[src/rtl/wdog_pkg.sv]
`timescale 1ns/1ps
package wdog_pkg;

    parameter int unsigned WD_CNT_W  = 12;
    parameter int unsigned WD_BUS_W  = 32;
    parameter int unsigned WD_ADDR_W = 4;
    parameter int unsigned WD_KEY_W  = 8;

    localparam logic [WD_ADDR_W-1:0] WD_A_CMD  = WD_ADDR_W'(4'h0);
    localparam logic [WD_ADDR_W-1:0] WD_A_MODE = WD_ADDR_W'(4'h4);
    localparam logic [WD_ADDR_W-1:0] WD_A_STAT = WD_ADDR_W'(4'h8);

    localparam logic [WD_KEY_W-1:0] WD_KEY = 8'hA5;
    localparam int unsigned WD_KEY_LSB     = WD_BUS_W - WD_KEY_W;
    localparam int unsigned WD_KICK_BIT    = 0;

    localparam int unsigned M_RELOAD_LSB = 0;
    localparam int unsigned M_RSTEN_BIT  = 12;
    localparam int unsigned M_HALT_BIT   = 13;
    localparam int unsigned M_OFF_BIT    = 14;
    localparam int unsigned M_WIN_LSB    = 16;

    localparam int unsigned S_EXP_BIT  = 0;
    localparam int unsigned S_EARLY_BIT = 1;
    localparam int unsigned S_LOCK_BIT = 2;
    localparam int unsigned S_CNT_LSB  = 16;

    typedef struct packed {
        logic [WD_CNT_W-1:0] window;
        logic                off;
        logic                halt;
        logic                rst_en;
        logic [WD_CNT_W-1:0] reload;
    } mode_t;

    localparam mode_t MODE_RST = '{
        window: {WD_CNT_W{1'b1}},
        off:    1'b0,
        halt:   1'b0,
        rst_en: 1'b1,
        reload: {WD_CNT_W{1'b1}}
    };

    function automatic mode_t mode_unpack(input logic [WD_BUS_W-1:0] w);
        mode_t m;
        m.reload = w[M_RELOAD_LSB +: WD_CNT_W];
        m.rst_en = w[M_RSTEN_BIT];
        m.halt   = w[M_HALT_BIT];
        m.off    = w[M_OFF_BIT];
        m.window = w[M_WIN_LSB +: WD_CNT_W];
        return m;
    endfunction

    function automatic logic [WD_BUS_W-1:0] mode_pack(input mode_t m);
        logic [WD_BUS_W-1:0] w;
        w = '0;
        w[M_RELOAD_LSB +: WD_CNT_W] = m.reload;
        w[M_RSTEN_BIT]              = m.rst_en;
        w[M_HALT_BIT]               = m.halt;
        w[M_OFF_BIT]                = m.off;
        w[M_WIN_LSB +: WD_CNT_W]    = m.window;
        return w;
    endfunction

endpackage

[src/rtl/wdog_regs.sv]
`timescale 1ns/1ps
module wdog_regs
    import wdog_pkg::*;
(
    input  logic                 clk,
    input  logic                 rst_n,
    input  logic                 wr_en_i,
    input  logic                 rd_en_i,
    input  logic [WD_ADDR_W-1:0] addr_i,
    input  logic [WD_BUS_W-1:0]  wdata_i,
    input  logic [WD_CNT_W-1:0]  cnt_i,
    input  logic                 exp_evt_i,
    input  logic                 early_evt_i,
    output logic [WD_BUS_W-1:0]  rdata_o,
    output mode_t                mode_o,
    output mode_t                mode_new_o,
    output logic                 mode_wr_o,
    output logic                 kick_req_o,
    output logic                 st_exp_o,
    output logic                 st_early_o,
    output logic                 locked_o
);

    typedef struct packed {
        mode_t                mode;
        logic                 locked;
        logic                 exp;
        logic                 early;
        logic [WD_BUS_W-1:0]  rdata;
    } regs_st_t;

    regs_st_t s_d, s_q;

    logic                stat_rd;
    logic [WD_BUS_W-1:0] stat_word;
    logic                key_ok;
    logic                unused_wbits;

    assign unused_wbits = ^wdata_i;

    always_comb begin
        s_d        = s_q;
        mode_new_o = mode_unpack(wdata_i);
        mode_wr_o  = wr_en_i && (addr_i == WD_A_MODE) && !s_q.locked;
        key_ok     = (wdata_i[WD_KEY_LSB +: WD_KEY_W] == WD_KEY);
        kick_req_o = wr_en_i && (addr_i == WD_A_CMD) && key_ok && wdata_i[WD_KICK_BIT];
        stat_rd    = rd_en_i && (addr_i == WD_A_STAT);

        stat_word                         = '0;
        stat_word[S_EXP_BIT]              = s_q.exp;
        stat_word[S_EARLY_BIT]            = s_q.early;
        stat_word[S_LOCK_BIT]             = s_q.locked;
        stat_word[S_CNT_LSB +: WD_CNT_W]  = cnt_i;

        if (mode_wr_o) begin
            s_d.mode   = mode_new_o;
            s_d.locked = 1'b1;
        end

        // Clear-on-read first, so a same-cycle event overrides it.
        if (stat_rd) begin
            s_d.exp   = 1'b0;
            s_d.early = 1'b0;
        end
        if (exp_evt_i) begin
            s_d.exp = 1'b1;
        end
        if (early_evt_i) begin
            s_d.early = 1'b1;
        end

        if (rd_en_i) begin
            case (addr_i)
                WD_A_MODE: s_d.rdata = mode_pack(s_q.mode);
                WD_A_STAT: s_d.rdata = stat_word;
                default:   s_d.rdata = '0;
            endcase
        end
    end

    always_ff @(posedge clk or negedge rst_n) begin
        if (!rst_n) begin
            s_q.mode   <= MODE_RST;
            s_q.locked <= 1'b0;
            s_q.exp    <= 1'b0;
            s_q.early  <= 1'b0;
            s_q.rdata  <= '0;
        end else begin
            s_q <= s_d;
        end
    end

    assign rdata_o    = s_q.rdata;
    assign mode_o     = s_q.mode;
    assign st_exp_o   = s_q.exp;
    assign st_early_o = s_q.early;
    assign locked_o   = s_q.locked;

endmodule

[src/rtl/wdog_core.sv]
`timescale 1ns/1ps
module wdog_core
    import wdog_pkg::*;
#(
    parameter int unsigned PRESC_W = 7
) (
    input  logic                clk,
    input  logic                rst_n,
    input  logic                slow_tick_i,
    input  logic                dbg_i,
    input  mode_t               mode_i,
    input  mode_t               mode_new_i,
    input  logic                mode_wr_i,
    input  logic                kick_req_i,
    output logic [WD_CNT_W-1:0] cnt_o,
    output logic [PRESC_W-1:0]  presc_o,
    output logic                exp_evt_o,
    output logic                early_evt_o
);

    localparam logic [PRESC_W-1:0] PRESC_LAST = {PRESC_W{1'b1}};

    typedef struct packed {
        logic [WD_CNT_W-1:0] cnt;
        logic [PRESC_W-1:0]  presc;
    } core_st_t;

    core_st_t s_d, s_q;

    logic counting;
    logic step;
    logic wrap;
    logic in_window;
    logic kick_ok;

    always_comb begin
        s_d         = s_q;
        counting    = !mode_i.off && !(mode_i.halt && dbg_i);
        step        = counting && slow_tick_i;
        wrap        = step && (s_q.presc == PRESC_LAST);
        in_window   = (s_q.cnt <= mode_i.window);
        kick_ok     = kick_req_i && !mode_i.off && in_window;
        early_evt_o = kick_req_i && !mode_i.off && !in_window;
        exp_evt_o   = wrap && (s_q.cnt == '0) && !kick_ok && !mode_wr_i;

        if (mode_wr_i) begin
            s_d.cnt   = mode_new_i.reload;
            s_d.presc = '0;
        end else if (kick_ok) begin
            s_d.cnt   = mode_i.reload;
            s_d.presc = '0;
        end else if (step) begin
            s_d.presc = s_q.presc + 1'b1;
            if (wrap) begin
                s_d.cnt = (s_q.cnt == '0) ? mode_i.reload : (s_q.cnt - 1'b1);
            end
        end
    end

    always_ff @(posedge clk or negedge rst_n) begin
        if (!rst_n) begin
            s_q.cnt   <= MODE_RST.reload;
            s_q.presc <= '0;
        end else begin
            s_q <= s_d;
        end
    end

    assign cnt_o   = s_q.cnt;
    assign presc_o = s_q.presc;

endmodule

[src/rtl/wdog_rstgen.sv]
`timescale 1ns/1ps
module wdog_rstgen #(
    parameter int unsigned PULSE_CYC = 4
) (
    input  logic clk,
    input  logic rst_n,
    input  logic fire_i,
    output logic rst_o
);

    localparam int unsigned CW = $clog2(PULSE_CYC + 1);
    localparam logic [CW-1:0] FULL = CW'(PULSE_CYC);

    typedef struct packed {
        logic [CW-1:0] left;
    } gen_st_t;

    gen_st_t s_d, s_q;

    always_comb begin
        s_d = s_q;
        if (fire_i) begin
            s_d.left = FULL;
        end else if (s_q.left != '0) begin
            s_d.left = s_q.left - 1'b1;
        end
    end

    always_ff @(posedge clk or negedge rst_n) begin
        if (!rst_n) begin
            s_q.left <= '0;
        end else begin
            s_q <= s_d;
        end
    end

    assign rst_o = (s_q.left != '0);

endmodule

[src/rtl/wdog_top.sv]
`timescale 1ns/1ps
module wdog_top
    import wdog_pkg::*;
#(
    parameter int unsigned PRESC_W   = 7,
    parameter int unsigned PULSE_CYC = 4
) (
    input  logic                 clk,
    input  logic                 rst_n,
    input  logic                 slow_tick_i,
    input  logic                 dbg_i,
    input  logic                 bus_wr_i,
    input  logic                 bus_rd_i,
    input  logic [WD_ADDR_W-1:0] bus_addr_i,
    input  logic [WD_BUS_W-1:0]  bus_wdata_i,
    output logic [WD_BUS_W-1:0]  bus_rdata_o,
    output logic                 wd_rst_o,
    output logic                 fault_o
);

    mode_t               mode_q;
    mode_t               mode_new;
    logic                mode_wr;
    logic                kick_req;
    logic [WD_CNT_W-1:0] cnt_q;
    logic [PRESC_W-1:0]  presc_q;
    logic                exp_evt;
    logic                early_evt;
    logic                st_exp;
    logic                st_early;
    logic                locked;
    logic                fire;

    wdog_regs u_regs (
        .clk         (clk),
        .rst_n       (rst_n),
        .wr_en_i     (bus_wr_i),
        .rd_en_i     (bus_rd_i),
        .addr_i      (bus_addr_i),
        .wdata_i     (bus_wdata_i),
        .cnt_i       (cnt_q),
        .exp_evt_i   (exp_evt),
        .early_evt_i (early_evt),
        .rdata_o     (bus_rdata_o),
        .mode_o      (mode_q),
        .mode_new_o  (mode_new),
        .mode_wr_o   (mode_wr),
        .kick_req_o  (kick_req),
        .st_exp_o    (st_exp),
        .st_early_o  (st_early),
        .locked_o    (locked)
    );

    wdog_core #(.PRESC_W(PRESC_W)) u_core (
        .clk         (clk),
        .rst_n       (rst_n),
        .slow_tick_i (slow_tick_i),
        .dbg_i       (dbg_i),
        .mode_i      (mode_q),
        .mode_new_i  (mode_new),
        .mode_wr_i   (mode_wr),
        .kick_req_i  (kick_req),
        .cnt_o       (cnt_q),
        .presc_o     (presc_q),
        .exp_evt_o   (exp_evt),
        .early_evt_o (early_evt)
    );

    assign fire = mode_q.rst_en && (exp_evt || early_evt);

    wdog_rstgen #(.PULSE_CYC(PULSE_CYC)) u_rstgen (
        .clk    (clk),
        .rst_n  (rst_n),
        .fire_i (fire),
        .rst_o  (wd_rst_o)
    );

    assign fault_o = st_exp || st_early;

endmodule

[config.mk]
export PLATFORM = sky130hd
export DESIGN_NAME = wdog_top
export DESIGN_NICKNAME = d
export VERILOG_FILES = /design/src/rtl/wdog_pkg.sv /design/src/rtl/wdog_regs.sv /design/src/rtl/wdog_core.sv /design/src/rtl/wdog_rstgen.sv /design/src/rtl/wdog_top.sv
export SDC_FILE = /design/constraint.sdc
export NUM_CORES = 1
export LEC_CHECK = 0
export BUFFER_PORTS_ARGS = -buffer_cell sky130_fd_sc_hd__buf_4
export CAP_MARGIN = 10
export CORE_MARGIN = 2
export CORE_UTILIZATION = 42
export DETAILED_ROUTE_END_ITERATION = 8
export HOLD_SLACK_MARGIN = 0.12
export PLACE_DENSITY = 0.7
export SKIP_LAST_GASP = 1
export SLEW_MARGIN = 20
export SYNTH_ARGS = -nofsm -noshare
export SYNTH_HDL_FRONTEND = slang
export SYNTH_SLANG_ARGS = --single-unit
[constraint.sdc]
create_clock -name clk -period 3.9 [get_ports clk]
set_input_delay 0.195 -clock clk [delete_from_list [all_inputs] [get_ports clk]]
set_output_delay 0.195 -clock clk [all_outputs]
set_load 0.05 [all_outputs]
# Word level (Yosys, flattened, before mapping)

Cells that the tools add are included.

Bits in registers: 84
Input bits: 42
Output and inout bits: 34
Logic and storage cells: 65

$add $sub $neg: 3
Magnitude comparators: 1
Equality and inequality tests: 4
Muxes and demuxes: 11
Reduce and logical (&&, ||, !) cells: 34

Operator list:

| cell                                                | number |
|---|---|
| 2-to-1 mux 19 bit                                   | 3 |
| one-hot mux 28 bit (2 select lines)                 | 1 |
| 2-to-1 mux 12 bit                                   | 2 |
| logical AND 1 bit                                   | 17 |
| less-or-equal comparator 12 bit                     | 1 |
| zero test 12 bit                                    | 1 |
| subtractor 12 x 1 -> 12 bit (second input constant) | 1 |
| nonzero test 3 bit                                  | 3 |
| == test 8 bit (second input constant)               | 1 |
| adder 7 x 1 -> 7 bit (second input constant)        | 1 |
| == test 7 bit (second input constant)               | 1 |
| zero test 1 bit                                     | 6 |
| 2-to-1 mux 3 bit                                    | 2 |
| nonzero test 2 bit                                  | 3 |
| == test 4 x 3 -> 1 bit (second input constant)      | 1 |
| == test 4 bit (second input constant)               | 1 |
| zero test 4 bit                                     | 1 |
| subtractor 3 x 1 -> 3 bit (second input constant)   | 1 |
| logical OR 1 bit                                    | 2 |
| 2-to-1 mux 1 bit                                    | 2 |
| 2-to-1 mux 2 bit                                    | 1 |
| AND reduction 2 bit                                 | 1 |

# Logic depth before layout (Yosys ltp)

Word-level depth: 12
Gate-level depth with buffers: 11

# By module

From an unflattened synthesis, not the netlist that was laid out.

Cells, all modules: 380
Area, all modules: 4361.7 sq um

Modules (own cells, without submodules):

| module      | times used | cells each | area each (sq um) |
|---|---|---|---|
| wdog_regs   | 1          | 184        | 2546.2 |
| wdog_core   | 1          | 178        | 1624.1 |
| wdog_rstgen | 1          | 16         | 177.7 |
| wdog_top    | 1          | 2          | 13.8 |

# Least setup slack after synthesis

Ideal clock, no wire load.

Path kind: register -> register
Start: reg u_regs.s_q (netlist bit u_regs.mode_o[16])
End: reg u_core.s_q (netlist bit u_core.cnt_o[7])
Arrival: 2.301 ns
Setup slack: 1.517 ns
Cell stages (with the launch flop): 11
Path buffers: 2
Clock period less this slack: 2.383 ns
Path through: dfstp_2 -> inv_1 -> ha_1 -> nor2b_1 -> o211ai_1 -> a211o_1 -> and3_1 -> buf_6 -> or3_4 -> buf_6 -> a211o_1

Word-level cells in the longest chain between the ends: 4
Elaborated cells between the ends (all ways): 7

RTL lines:

| what                                                                      | line            | source |
|---|---|---|
| from (decl)                                                               | wdog_regs.sv:32 | `regs_st_t s_d, s_q;` |
| less-or-equal comparator 12 bit *                                         | wdog_core.sv:41 | `in_window = (s_q.cnt <= mode_i.window);` |
| logical AND 1 bit *                                                       | wdog_core.sv:42 | `kick_ok = kick_req_i && !mode_i.off && in_window;` |
| nonzero test 3 bit (no source line) or 2-to-1 mux 19 bit (tied branches)  | n/a             |  |
| AND reduction 2 bit (no source line) or 2-to-1 mux 19 bit (tied branches) | n/a             |  |
| to (decl)                                                                 | wdog_core.sv:28 | `core_st_t s_d, s_q;` |

Every way passes the cells marked *; elsewhere a longest branch is shown, timed or not.
A chain may end at the register's enable or synchronous reset.

# Worst setup path in the final report

Start: reg u_regs.s_q (netlist bit u_regs.mode_o[16])
End: reg u_core.s_q (netlist bit u_core.cnt_o[2])

Same word-level chain as after synthesis.

==> summary.txt <==
Status
  – Result of the run: completed

Setup path
  – Reg2Reg Depth: 9
  – WP data required: 4180 ps
  – Element type at the critical path end: register
  – Reg-to-reg slack, setup: 1050 ps
  – Endpoint of the most critical register-to-register path: u_core.cnt_o[2]
  – Data arrival at the endpoint of the critical path: 3140 ps
  – Slowest cell on the critical path: sky130_fd_sc_hd__nor2_2
  – Crit path max fanout: 14
  – Cells along the critical path: inv_1, ha_1, nor2b_1, o211ai_1, a211o_1, and3_1, nor2_2, mux2i_1, o32a_1
  – Critical path's largest stage delay: 590 ps
  – Class of the most critical setup path: reg -> reg
  – Startpoint types: register
  – Reg-to-reg critical path startpoint: u_regs.mode_o[16]

CTS
  – Clock slew at reported path FFs: 90 ps
  – Clk_lat worst skew: 360 ps
  – CTS H-tree lvls: 3
  – Clock tree sinks: 79
  – Library cell used as clock root buffer: sky130_fd_sc_hd__clkbuf_8
  – Number of setup buffers added after CTS: 0
  – Clock tree from TritonCTS: done
  – Clock buffers created by TritonCTS: 9
  – Number of buffers on the longest clock path: 2

Worst hold path
  – Endpoint with the worst hold slack: u_regs.locked_o
  – Startpoint of the tightest hold check path: bus_wr_i
  – Worst min-delay path category: in -> reg
  – Number of cells traversed by the worst hold path: 3

Timing
  – Fin crit share: 73.2%
  – Hold violation total from the final report: 0
  – Final sum of negative setup slack: 0 ps
  – Peak clock frequency supported by timing: 350 MHz
  – Setup repair after global routing missed its margin: no
  – Tmin final: 2850 ps
  – Final setup vio count: 0
  – Final Skew: 10.8 ps
  – Actual slew at the worst max-slew pin: 1010 ps
  – Slew HR: 33.0%
  – Number of max-slew violations in the final report: 0

Route
  – DR vias/cell: 5.21
  – Residual DRC count: 0
  – Number of detailed-routing iterations run before antenna repair: 5
  – Detail-routed net length per standard cell: 15.3 um
  – Vias: 3570
  – Antenna viol nets, final: 0
  – Sum of routed wire length over all layers: 10500 um
  – Starting DRC count in detailed routing: 198

GRT
  – Total routing usage reported by global routing: 20.1%
  – Via count of the first global-routing pass: 3628
  – Wire length of the first global-routing pass: 17600 um
  – Pin count of the biggest net entering global routing: 80
  – Total grt overflow: 0
  – Initial antenna violation count: 0

Placement
  – Count of buffers from port buffering: 69
  – Post-detailed-placement half-perimeter wirelength: 7190 um
  – Number of cells in the design after placement: 642
  – Routability congestion estimate from global placement: 0.883

Die
  – Die Footprint: 0.0108 mm2
  – Die span in y: 104 um
  – Initial cell density of the core: 43.2%
  – Std-Cell Core Area: 0.00973 mm2
  – Horizontal die dimension: 104 um
  – Std cell rows: 36
  – # IOs: 76

Final layout
  – Filler cells: 924
  – Final cell count without fillers: 685
  – Fraction of final layout cells sized beyond drive strength 1: 25.4%
  – Net count reported at finish: 605
  – Antenna diode count: 0
  – Layout area overhead: 25.3%

Pwr
  – Reported leakage power: 0.00243 uW
  – Power per unit of standard cell area: 511 mW/mm2
  – IR drop worst, VDD: 250 uV

Flow run
  – Count of max-cap constraint violations: 0

Synth
  – Primary flip-flop cell chosen by synthesis mapping: sky130_fd_sc_hd__dfrtp_1
  – Fraction of registers with async set or reset after synthesis: 100%
  – Number of instances in the synthesized netlist: 460
  – Seq/Total Area, Yosys: 48.1%
  – Post-synthesis average cell area: 9.14 um2
  – Count of flip-flops with a built-in enable after synthesis: 0
  – FF+latch count, synth: 79
  – Synthesis warning total: 0
  – Post-synth design cell area: 0.00420 mm2
  – Post-synth cell types: 58
flip-flops by register name, summed over array words and instances, names as in the netlist:
register / count
u_regs.mode_o: 27
u_regs.rdata_o: 27
u_core.cnt_o: 12
u_core.presc_o: 7
u_rstgen.s_q: 3
u_regs.locked_o: 1
u_regs.st_early_o: 1
u_regs.st_exp_o: 1
cell usage after synthesis (2+ instances only):
cell type / count / area, um2
sky130_fd_sc_hd__and4_1: 2 / 17.5
sky130_fd_sc_hd__o21ai_0: 45 / 225
sky130_fd_sc_hd__nor2b_1: 2 / 12.5
sky130_fd_sc_hd__nand4_1: 6 / 37.5
sky130_fd_sc_hd__or2_2: 4 / 25.0
sky130_fd_sc_hd__a21oi_1: 13 / 65.1
sky130_fd_sc_hd__a22oi_1: 15 / 113
sky130_fd_sc_hd__clkbuf_1: 16 / 60.1
sky130_fd_sc_hd__xnor2_1: 4 / 35.0
sky130_fd_sc_hd__nand4_2: 2 / 25.0
sky130_fd_sc_hd__o32a_1: 3 / 30.0
sky130_fd_sc_hd__nor2_1: 23 / 86.3
sky130_fd_sc_hd__mux2i_1: 4 / 40.0
sky130_fd_sc_hd__nand2b_1: 3 / 18.8
sky130_fd_sc_hd__nor3_2: 2 / 20.0
sky130_fd_sc_hd__buf_2: 3 / 15.0
sky130_fd_sc_hd__buf_4: 5 / 37.5
sky130_fd_sc_hd__a211oi_1: 5 / 37.5
sky130_fd_sc_hd__xor2_1: 4 / 35.0
sky130_fd_sc_hd__ha_1: 16 / 200
sky130_fd_sc_hd__a21o_1: 3 / 22.5
sky130_fd_sc_hd__o22ai_1: 3 / 18.8
sky130_fd_sc_hd__and3_1: 6 / 37.5
sky130_fd_sc_hd__nand3_1: 8 / 40.0
sky130_fd_sc_hd__or4_1: 2 / 15.0
sky130_fd_sc_hd__a31oi_1: 4 / 25.0
sky130_fd_sc_hd__nor3_1: 9 / 45.0
sky130_fd_sc_hd__a211o_1: 3 / 26.3
sky130_fd_sc_hd__dfrtp_1: 42 / 1050
sky130_fd_sc_hd__o31ai_1: 2 / 15.0
sky130_fd_sc_hd__dfstp_2: 37 / 972
sky130_fd_sc_hd__nor3b_1: 2 / 15.0
sky130_fd_sc_hd__buf_6: 3 / 33.8
sky130_fd_sc_hd__inv_1: 45 / 169
sky130_fd_sc_hd__nand2_1: 88 / 330
sky130_fd_sc_hd__o211ai_1: 4 / 30.0
layer usage:
layer | GRT usage [%] | share of wire [%]
met5 | 0 | 0
met4 | 9.36 | 1.5
met3 | 4.57 | 5.5
met2 | 31.6 | 48
met1 | 26.5 | 45
how the worst max path moves through the flow:
stage | startpoint | end | slack [ps]
3_5_place_dp | u_regs.mode_o[16] | u_core.cnt_o[2] | 1130
5_1_grt | u_regs.mode_o[16] | u_core.cnt_o[2] | 800
3_3_place_gp | u_regs.mode_o[16] | u_core.cnt_o[2] | 1180
6_report | u_regs.mode_o[16] | u_core.cnt_o[2] | 1050
2_1_floorplan | u_regs.mode_o[16] | u_core.cnt_o[7] | 1520
4_1_cts | u_regs.mode_o[16] | u_core.cnt_o[2] | 1040
kinds of logic after synthesis:
group / Yosys count / share of synthesized area [%]
buf+inv: 72 / 7.50
xor+xnor: 8 / 1.67
mux: 4 / 0.952
simple gates: 171 / 20.2
other cells: 1 / 0.0892
compound gates: 109 / 16.7
flops: 79 / 48.1
fa+ha+maj: 16 / 4.76
final cells by class:
cell class                 instances  area, um2  share of cell area (%)
clock buffer                      12        145                    2.75
clock inverter                     4       70.1                    1.33
inverter                          45        169                    3.21
multi-input combinational        313       1880                    35.8
sequential                        79       2020                    38.4
tap                              133        166                    3.16
timing repair buffer              99        811                    15.4
where the power goes:
part / internal [uW] / switching [uW]
clock network: 377 / 301
logic: 325 / 430
registers: 1080 / 180
total: 1780 / 911
through the flow:
step	total power [uW]	hold WS, ps	cell area (um2)	utilization [%]	setup WS, ps
final	2690	215	5270	54.2	1050
after global routing	2880	226	5270	54.2	797
after CTS	2710	198	5270	54.1	1040
after detailed placement	2010	391	4780	49.2	1130
after global placement	1960	391	4780	49.2	1180
after floorplan	1780	-101	4220	-	1520
what timing repair did:
action / CTS / global route
resized for setup: 0 / 0
hold buffers: 27 / 0
endpoints found under the hold margin: 71 / 0
layout by cell type, fill, tap and decap left out, drive strengths merged, types with 15 or more instances in the layout:
cell and count:
nor2 24, o21ai 46, dlygate4sd3 27, buf 72, inv 45, dfstp 37, a22oi 15, dfrtp 42
ha 16, nand2 88
worst max-delay path, delay by kind of cell, from the launching register on:
family | cells | cell delay, ps
buf+inv | 1 | 60
simple gates | 3 | 1030
mux | 1 | 150
flops | 1 | 540
fa+ha+maj | 1 | 290
compound gates | 3 | 700
(Power assumes the default switching activity.)
